==> config.mk <==
export PLATFORM = sky130hd
export DESIGN_NAME = chr_tile_latch
export DESIGN_NICKNAME = d
export VERILOG_FILES = /design/src/rtl/chr_latch_pkg.sv /design/src/rtl/chr_bank_regs.sv /design/src/rtl/chr_fetch_latch.sv /design/src/rtl/chr_slot_map.sv /design/src/rtl/chr_tile_latch.sv
export SDC_FILE = /design/constraint.sdc
export NUM_CORES = 1
export LEC_CHECK = 0
export ABC_CLOCK_PERIOD_IN_PS = 1200
export BUFFER_PORTS_ARGS = -buffer_cell sky130_fd_sc_hd__buf_2
export CORE_ASPECT_RATIO = 0.8
export CORE_MARGIN = 2
export CORE_UTILIZATION = 49
export CTS_BUF_LIST = sky130_fd_sc_hd__clkbuf_16
export DETAILED_ROUTE_END_ITERATION = 12
export PLACE_DENSITY = 0.75
export SETUP_SLACK_MARGIN = 0.2
export SLEW_MARGIN = 15
export SYNTH_ARGS = -nofsm -noshare
export SYNTH_HDL_FRONTEND = slang
export SYNTH_SLANG_ARGS = --single-unit
==> constraint.sdc <==
create_clock -name clk -period 1.2 [get_ports clk]
set_input_delay 0.12 -clock clk [delete_from_list [all_inputs] [get_ports clk]]
set_output_delay 0.12 -clock clk [all_outputs]
set_load 0.1 [all_outputs]
==> src/rtl/chr_latch_pkg.sv <==
package chr_latch_pkg;
  // Compare mask for a marker-tile fetch: bits 13 and 11..4 take part; bit 12 picks the half.
  localparam logic [13:0] TILE_MASK = 14'h2FF0;
  localparam logic [13:0] TILE_CLR  = 14'h0FD0;  // marker tile that selects offset 0
  localparam logic [13:0] TILE_SET  = 14'h0FE0;  // marker tile that selects offset 2
  localparam int          LATCH_STEP = 2;        // register offset selected by a set latch
  localparam int          HALF_BIT   = 12;       // address bit choosing the pattern-table half
endpackage

==> src/rtl/chr_bank_regs.sv <==
module chr_bank_regs #(
  parameter int NSLOT = 8,
  parameter int BW    = 8,
  parameter int IW    = 4
) (
  input  logic               clk,
  input  logic               rst,
  input  logic               wr,
  input  logic [IW-1:0]      idx,
  input  logic [BW-1:0]      data,
  output logic [NSLOT*BW-1:0] regs_q
);
  // Only the slot registers live here; higher indices address nametable state elsewhere.
  for (genvar k = 0; k < NSLOT; k++) begin : g_reg
    always_ff @(posedge clk) begin
      if (rst)
        regs_q[k*BW +: BW] <= BW'(k);
      else if (wr && (idx == IW'(k)))
        regs_q[k*BW +: BW] <= data;
    end
  end

  // indices past the slot registers leave every slot register untouched
  assert_high_idx_ignored_R9: assert property (@(posedge clk) disable iff (rst)
    (wr && (idx >= IW'(NSLOT))) |=> $stable(regs_q));
endmodule

==> src/rtl/chr_fetch_latch.sv <==
module chr_fetch_latch
  import chr_latch_pkg::*;
#(
  parameter int AW = 14
) (
  input  logic          clk,
  input  logic          rst,
  input  logic          active,
  input  logic          strobe,
  input  logic [AW-1:0] addr,
  output logic [1:0]    sel_q
);
  logic hit_clr, hit_set, half;

  assign hit_clr = ((addr & AW'(TILE_MASK)) == AW'(TILE_CLR));
  assign hit_set = ((addr & AW'(TILE_MASK)) == AW'(TILE_SET));
  assign half    = addr[HALF_BIT];

  for (genvar h = 0; h < 2; h++) begin : g_half
    always_ff @(posedge clk) begin
      if (rst)
        sel_q[h] <= 1'b0;
      else if (active && strobe && (half == h[0])) begin
        if (hit_clr)      sel_q[h] <= 1'b0;
        else if (hit_set) sel_q[h] <= 1'b1;
      end
    end
  end

  assert_clr_lo_R4: assert property (@(posedge clk) disable iff (rst)
    (active && strobe && hit_clr && !half) |=> !sel_q[0]);
  assert_clr_hi_R4: assert property (@(posedge clk) disable iff (rst)
    (active && strobe && hit_clr && half) |=> !sel_q[1]);
  assert_set_lo_R5: assert property (@(posedge clk) disable iff (rst)
    (active && strobe && hit_set && !half) |=> sel_q[0]);
  assert_set_hi_R5: assert property (@(posedge clk) disable iff (rst)
    (active && strobe && hit_set && half) |=> sel_q[1]);
  assert_no_strobe_hold_R6: assert property (@(posedge clk) disable iff (rst)
    !strobe |=> $stable(sel_q));
  assert_inactive_hold_R7: assert property (@(posedge clk) disable iff (rst)
    !active |=> $stable(sel_q));
endmodule

==> src/rtl/chr_slot_map.sv <==
module chr_slot_map
  import chr_latch_pkg::*;
#(
  parameter int NSLOT = 8,
  parameter int BW    = 8
) (
  input  logic                clk,
  input  logic                rst,
  input  logic                bank_en,
  input  logic                fine_en,
  input  logic [NSLOT*BW-1:0] regs,
  input  logic [1:0]          sel,
  output logic [NSLOT*BW-1:0] slot_q,
  output logic                bypass_q
);
  localparam int HALF = NSLOT / 2;
  localparam int OFFW = $clog2(HALF);
  localparam int RIW  = $clog2(NSLOT);

  logic [BW-1:0] rarr [NSLOT];
  for (genvar k = 0; k < NSLOT; k++) begin : g_unpack
    assign rarr[k] = regs[k*BW +: BW];
  end

  for (genvar k = 0; k < NSLOT; k++) begin : g_slot
    localparam int H   = k / HALF;
    localparam int OFF = k % HALF;
    logic [RIW-1:0] ridx;
    logic [BW-1:0]  lat_val;
    logic [BW-1:0]  next_val;

    assign ridx    = RIW'(H * HALF) + (sel[H] ? RIW'(LATCH_STEP) : '0);
    assign lat_val = {rarr[ridx][BW-1:OFFW], OFFW'(OFF)};

    always_comb begin
      if (!bank_en)     next_val = '0;
      else if (fine_en) next_val = rarr[k];
      else              next_val = lat_val;
    end

    always_ff @(posedge clk) begin
      if (rst) slot_q[k*BW +: BW] <= BW'(k);
      else     slot_q[k*BW +: BW] <= next_val;
    end
  end

  always_ff @(posedge clk) begin
    if (rst) bypass_q <= 1'b0;
    else     bypass_q <= !bank_en;
  end

  assert_direct_follow_R2: assert property (@(posedge clk) disable iff (rst)
    (bank_en && fine_en) |=> (slot_q == $past(regs)));
  assert_bypass_zero_R8: assert property (@(posedge clk) disable iff (rst)
    !bank_en |=> (bypass_q && (slot_q == '0)));
  assert_bypass_low_R8: assert property (@(posedge clk) disable iff (rst)
    bank_en |=> !bypass_q);
endmodule

==> src/rtl/chr_tile_latch.sv <==
module chr_tile_latch #(
  parameter int AW    = 14,
  parameter int BW    = 8,
  parameter int NSLOT = 8,
  parameter int IW    = 4
) (
  input  logic                clk,
  input  logic                rst,
  input  logic                bank_en,
  input  logic                fine_en,
  input  logic                cpu_wr,
  input  logic [IW-1:0]       cpu_idx,
  input  logic [BW-1:0]       cpu_data,
  input  logic                ppu_strobe,
  input  logic [AW-1:0]       ppu_addr,
  output logic [NSLOT*BW-1:0] slot_bank,
  output logic                bypass
);
  logic [NSLOT*BW-1:0] regs;
  logic [1:0]          sel;
  logic                latch_active;

  assign latch_active = bank_en && !fine_en;

  chr_bank_regs #(.NSLOT(NSLOT), .BW(BW), .IW(IW)) u_regs (
    .clk(clk), .rst(rst), .wr(cpu_wr), .idx(cpu_idx), .data(cpu_data), .regs_q(regs)
  );

  chr_fetch_latch #(.AW(AW)) u_latch (
    .clk(clk), .rst(rst), .active(latch_active), .strobe(ppu_strobe),
    .addr(ppu_addr), .sel_q(sel)
  );

  chr_slot_map #(.NSLOT(NSLOT), .BW(BW)) u_map (
    .clk(clk), .rst(rst), .bank_en(bank_en), .fine_en(fine_en), .regs(regs),
    .sel(sel), .slot_q(slot_bank), .bypass_q(bypass)
  );
endmodule

==> results of run 1 <==
-- flip-flops by register name, indices dropped and copies added, names as in the netlist --
signal,cells
u_map.slot_q,64
u_map.bypass_q,1
u_regs.regs_q,64
u_latch.sel_q,2
-- where the power goes --
group / internal (mW) / switching (mW)
combinational: 0.302 / 0.543
clock: 2.60 / 1.91
sequential: 4.41 / 0.0544
-- cell type report --
| type | count | area [um2] | share of cell area, % |
|---|---|---|---|
| repair buffers | 126 | 1770 | 24.4 |
| flip-flops and latches | 131 | 2710 | 37.3 |
| clock inverters | 15 | 96.3 | 1.32 |
| multi-input cells | 285 | 2110 | 29.0 |
| inverters | 3 | 13.8 | 0.189 |
| well taps | 115 | 144 | 1.98 |
| clock buffers | 17 | 425 | 5.85 |
-- per-layer routing --
layer | routed length, um | global-route usage [%] | part of all wire (%)
met1 | 5600 | 31.5 | 42
met2 | 6520 | 42.4 | 49
met3 | 729 | 5.67 | 5.5
met4 | 344 | 9.45 | 2.6
met5 | 0 | 0 | 0
-- worst max-delay path, cell delays in order (launching register included) --
cell and delay (ps):
dfxtp_4 400, nor2b_1 150, buf_4 200, mux2i_1 250, nor2_1 70
-- final timing paths --
kind,from,to,slack (ps),cells after the start
hold reg to reg,u_regs.regs_q[46]$_SDFFE_PP0P_,u_map.slot_q[46]$_SDFF_PP0_,450,1
setup reg to reg,u_latch.sel_q[0]$_SDFFE_PP0P_,u_map.slot_q[7]$_SDFF_PP0_,20,4
setup / recovery,u_latch.sel_q[0]$_SDFFE_PP0P_,u_map.slot_q[7]$_SDFF_PP0_,20,4
hold / removal,ppu_addr[12],u_latch.sel_q[1]$_SDFFE_PP0P_,20,3
-- what timing repair did --
item / in CTS / in global routing
setup buffers: 4 / 1
setup endpoints to repair: 113 / 114
endpoints found under the hold margin: 1 / 0
resized for setup: 251 / 43
pin swaps: 3 / 14
cloned: 0 / 0
hold buffers: 1 / 0
-- placed cells by master, fill, tap and decap left out, drive strengths merged, types with 4 or more instances in the layout --
cell and instances:
dfxtp 131, buf 125, mux2i 73, nor2 69, nand2 41, a21o 26, clkbuf 17, o21ai 16
a21oi 14, a22o 10, nand3 8, and2 8, clkinv 8, clkinvlp 6, inv 4
-- synthesized netlist by cell type, types with 3 or more instances --
library cell    n
dfxtp_1       131
mux2i_1        73
nor2_1         66
nand2_1        40
a21o_1         26
o21ai_0        16
a21oi_1        14
buf_2          13
clkbuf_1       13
a22o_1         10
and2_1          8
nand3_1         8
buf_1           4
buf_4           3
-- cells by family after synthesis --
kind of cell	count (synthesis)	share of synthesized area, %
simple gates	141	14.2
flops	131	56.0
mux	74	15.8
compound gates	70	10.1
buf+inv	38	3.95
==> results.py, run 1 <==
metrics = {
    "timing": {
        "setup_total_negative_slack_ps": 0,
        "timing.final.max_slew_violations": 0,
        "timing.final.hold_violations": 0,
        "final_hold_slack_ps": 19.0,
        "finalCriticalPeriod_ps": 1180,
        "worst_clock_skew_on_the_final_layout_ps": 8.42,
        "fin_crit_sh_pct": 98.2,
        "setup_repair_after_global_routing_missed_its_margin": "true",
        "final-setup-viol-count": 0,
        "finalWorstSetupSlack_ps": 22.1,
        "timing.slew.headroom_pct": 65.9,
        "max_freq_ghz": 0.849,
        "max_slew.worst_pin.slew_ps": 511,
    },
    "worst_setup_path": {
        "timing.setup.critical_path_class": "flop to flop",
        "cp_data_arrival_time_ps": 1480,
        "critPathRequiredTime_ps": 1500,
        "timing.critical_path.from_type": "flop",
        "timing.critical_path.to_type": "flop",
        "worst-path-max-fanout": 6,
    },
    "drt": {
        "post-route-drc-count": 0,
        "ant_nets": 0,
        "drt-vias-per-instance": 5.48,
        "first_iter_violations": 303,
        "dr_vias": 3793,
        "drt-wirelength-per-cell_um": 19.1,
        "dr.pass1.iters": 6,
        "wl_um": 13200,
    },
    "clocking": {
        "insertion_delay_to_the_later_sink_of_the_worst_skew_pair_ps": 420,
        "clockRootBuffer": "clkbuf_16",
        "clock_sinks": 131,
        "clk_pin_slew_worst_paths_ps": 60,
        "cts-htree-levels": 4,
        "tritoncts": "done",
        "tritoncts_buffer_count": 17,
        "clock_path_buffers": 2,
    },
    "global_routing": {
        "overflow": 0,
        "number_of_antenna_violations_at_the_first_check_in_global_routing": 0,
        "grt_pass1_wl_um": 19900,
        "maximum_number_of_pins_on_one_net_before_global_route_repair": 55,
        "global_route_total_usage_across_every_layer_pct": 25.2,
        "first_global_vias": 3840,
    },
    "synth": {
        "synth-edff-count": 0,
        "synth_warnings": 0,
        "synth-seq-area-share_pct": 56.0,
        "yosysUniqueCellTypes": 36,
        "ys_seq_elements": 131,
        "post_synth_inst_count": 454,
        "synthDominantCellAreaShare_pct": 56.0,
        "yosys-top-cells-area": "dfxtp_1, mux2i_1, nor2_1, a21o_1, nand2_1",
        "synth_top_cell_by_area": "dfxtp_1",
        "yosys_most_used_dff": "dfxtp_1",
        "async_reset_ff_share_pct": 0,
        "mappedNetlistNets": 486,
        "syn_area_mm2": 0.00469,
        "syn_area_per_cell_um2": 10.3,
    },
    "finish": {
        "final_nets": 596,
        "fillerInstances": 504,
        "num_antenna_cells": 0,
        "finalInstanceArea_mm2": 0.00727,
        "drive_gt1_share_pct": 47.0,
        "synthToLayoutAreaGrowth_pct": 55.2,
        "final_cells": 692,
        "final_core_util_pct": 79.1,
    },
    "pwr": {
        "totalPowerFinal_mw": 9.82,
        "peakVddDrop_uv": 1100,
        "static-leakage-power_nw": 3.11,
        "power.density_mw_per_mm2": 1350,
    },
    "die": {
        "rows": 31,
        "pin_count": 97,
        "dieArea_mm2": 0.0104,
        "effective_utilization_at_floorplan_pct": 51.0,
        "core_mm2": 0.00919,
        "die_width_um": 113,
        "die_height_um": 91.5,
    },
    "place": {
        "place_congestion": 0.760,
        "placement.io_buffers": 92,
        "placedCellCount": 654,
        "worst_setup_slack_after_placement_ps": -82.9,
        "place_hpwl_um": 7460,
        "postPlaceCellArea_mm2": 0.00561,
    },
    "run": {
        "max_cap_viol_count": 0,
    },
    "outcome": {
        "run_status": "finished clean",
    },
    "worst_hold_path": {
        "hold_crit_path_type": "input pin to flop",
    },
}
(Power assumes the default switching activity.)
==> run 2, diff against run 1 <==
--- a/config.mk
+++ b/config.mk
@@ -5,14 +5,14 @@
 export SDC_FILE = /design/constraint.sdc
 export NUM_CORES = 1
 export LEC_CHECK = 0
-export ABC_CLOCK_PERIOD_IN_PS = 1200
+export ABC_CLOCK_PERIOD_IN_PS = 1100
 export BUFFER_PORTS_ARGS = -buffer_cell sky130_fd_sc_hd__buf_2
 export CORE_ASPECT_RATIO = 0.8
 export CORE_MARGIN = 2
-export CORE_UTILIZATION = 49
+export CORE_UTILIZATION = 54
 export CTS_BUF_LIST = sky130_fd_sc_hd__clkbuf_16
 export DETAILED_ROUTE_END_ITERATION = 12
-export PLACE_DENSITY = 0.75
+export PLACE_DENSITY = 0.79
 export SETUP_SLACK_MARGIN = 0.2
 export SLEW_MARGIN = 15
 export SYNTH_ARGS = -nofsm -noshare
==> constraint.sdc (replaced) <==
create_clock -name clk -period 1.1 [get_ports clk]
set_input_delay 0.11 -clock clk [delete_from_list [all_inputs] [get_ports clk]]
set_output_delay 0.11 -clock clk [all_outputs]
set_load 0.1 [all_outputs]
==> run 2 against run 1 <==
  * The flow now finishes with violations (negative setup slack)
  * Cell count down 0.29%
  * Clock skew is 2.4 ps lower
  * Clock-buffer cell count stayed put
==> results.py, run 2 (synthesized netlist as in run 1, its figures left out) <==
metrics = {
    "finish": {
        "synthToLayoutAreaGrowth_pct": 63.5,
        "num_antenna_cells": 0,
        "final_nets": 598,
        "finalInstanceArea_mm2": 0.00766,
        "layout.cells.most_common": "buf_12",
        "top_regs": "u_map.slot_q: 64 flops, u_regs.regs_q: 64 flops, u_latch.sel_q: 2 flops",
        "drive_gt1_share_pct": 51.9,
        "layout_common_cells": "buf_12, dfxtp_2, dfxtp_1, mux2i_1, nor2_1",
        "fillerInstances": 270,
    },
    "drt": {
        "dr_vias": 4477,
        "drt-wirelength-per-cell_um": 28.6,
        "drt-vias-per-instance": 6.49,
        "wl_um": 19700,
        "dr.pass1.iters": 5,
        "post-route-drc-count": 0,
        "ant_nets": 0,
        "first_iter_violations": 538,
    },
    "timing": {
        "timing.final.max_slew_violations": 0,
        "finalCriticalPeriod_ps": 1330,
        "setup_total_negative_slack_ps": -3830,
        "max_slew.worst_pin.slew_ps": 360,
        "finalWorstSetupSlack_ps": -230,
        "timing.final.hold_violations": 0,
        "fin_crit_sh_pct": 121,
        "timing.slew.headroom_pct": 75.9,
        "setup_repair_after_global_routing_missed_its_margin": "true",
        "max_freq_ghz": 0.752,
        "worst_clock_skew_on_the_final_layout_ps": 5.98,
        "final-setup-viol-count": 47,
    },
    "worst_setup_path": {
        "timing.critical_path.from_type": "flop",
        "worst_path_dominant_cell_family": "flip-flops",
        "critPathRequiredTime_ps": 1390,
        "timing.critical_path.to_type": "flop",
        "worstPathCellList": "nor2b_4 > buf_8 > mux2i_1 > nor2_1",
        "critical_path.max_stage_delay_ps": 420,
        "cp_data_arrival_time_ps": 1620,
        "worst-path-max-fanout": 6,
        "critical_path_buf_inv_count": 1,
        "slowest_stage": "dfxtp_4",
        "timing.setup.critical_path_class": "flop to flop",
    },
    "pwr": {
        "power.density_mw_per_mm2": 1560,
        "static-leakage-power_nw": 3.23,
        "peakVddDrop_uv": 1360,
    },
    "die": {
        "dieArea_mm2": 0.00944,
        "pin_count": 97,
        "effective_utilization_at_floorplan_pct": 55.5,
        "core_mm2": 0.00845,
        "die_height_um": 87.3,
        "die_width_um": 108,
        "rows": 30,
    },
    "global_routing": {
        "number_of_antenna_violations_at_the_first_check_in_global_routing": 0,
        "global_route_total_usage_across_every_layer_pct": 37.3,
        "grt_pass1_wl_um": 25500,
        "first_global_vias": 4513,
        "maximum_number_of_pins_on_one_net_before_global_route_repair": 55,
        "overflow": 0,
    },
    "clocking": {
        "cts_hold_buf": 0,
        "clk_pin_slew_worst_paths_ps": 60,
        "clock_sinks": 131,
        "tritoncts_buffer_count": 17,
        "clockRootBuffer": "clkbuf_16",
        "clock_path_buffers": 2,
        "insertion_delay_to_the_later_sink_of_the_worst_skew_pair_ps": 420,
        "tritoncts": "done",
        "cts-htree-levels": 4,
    },
    "place": {
        "place_congestion": 0.929,
        "place_hpwl_um": 8990,
        "placement.io_buffers": 92,
        "postPlaceCellArea_mm2": 0.00656,
    },
    "worst_hold_path": {
        "hold_crit_path_type": "input pin to flop",
    },
    "outcome": {
        "run_status": "finished with violations",
        "failed_checks": "negative setup slack",
    },
    "run": {
        "max_cap_viol_count": 0,
    },
}
-- run 2: routing by layer --
layer	routed length [um]	vias up	global-route usage, %
met5	0	-	0
met4	1450	0	19.2
met3	2120	147	11.2
met2	9300	465	63.3
met1	6880	2103	42.8
li1	-	1762	-
-- run 2: what timing repair did --
item | CTS | global route
pin swaps | 13 | 16
endpoints found under the setup margin | 133 | 147
setup buffers | 2 | 4
gates resized for setup | 39 | 70
-- run 2: cell type report --
cell class / count / area (um2) / area share (%)
sequential: 131 / 2720 / 35.4
multi-input combinational: 285 / 2300 / 30.1
timing repair buffer: 128 / 1870 / 24.5
clock inverter: 14 / 186 / 2.43
clock buffer: 17 / 425 / 5.55
inverter: 3 / 17.5 / 0.229
tap: 112 / 140 / 1.83
-- run 2: path summary, 6_finish.rpt --
kind	cells after the start	start	end	slack, ps
setup reg to reg	4	u_latch.sel_q[0]$_SDFFE_PP0P_	u_map.slot_q[4]$_SDFF_PP0_	-230
hold / removal	3	ppu_addr[5]	u_latch.sel_q[0]$_SDFFE_PP0P_	60
setup / recovery	4	u_latch.sel_q[0]$_SDFFE_PP0P_	u_map.slot_q[4]$_SDFF_PP0_	-230
hold reg to reg	1	u_regs.regs_q[46]$_SDFFE_PP0P_	u_map.slot_q[46]$_SDFF_PP0_	470
-- run 2: worst register-to-register path: cells and delay by family, from the launching register on --
kind	cells	cell delay [ps]
DFF	1	420
muxes	1	330
and+or+nand+nor	2	300
buffers and inverters	1	170
-- run 2: power breakdown --
group | total [mW] | internal [mW] | switching (mW) | leakage, nW
Clock | 6.02 | 3.77 | 2.25 | 0.291
Sequential | 4.89 | 4.81 | 0.0712 | 1.09
Combinational | 1.06 | 0.372 | 0.688 | 1.85
-- run 2: through the flow --
| step | hold slack (ps) | setup WS [ps] | util (%) | instances | total power, mW |
|---|---|---|---|---|---|
| 2_1_floorplan | 259 | -1.06 | - | 454 | 5.50 |
| 3_3_place_gp | 405 | -169 | 77.7 | 653 | 5.85 |
| 3_5_place_dp | 426 | -260 | 77.7 | 653 | 5.88 |
| 4_1_cts | 5.86 | -39.3 | 86.8 | 686 | 11.7 |
| 5_1_grt | 37.8 | -210 | 90.7 | 690 | 12.2 |
| 6_report | 58.3 | -230 | 90.7 | 690 | 12.0 |
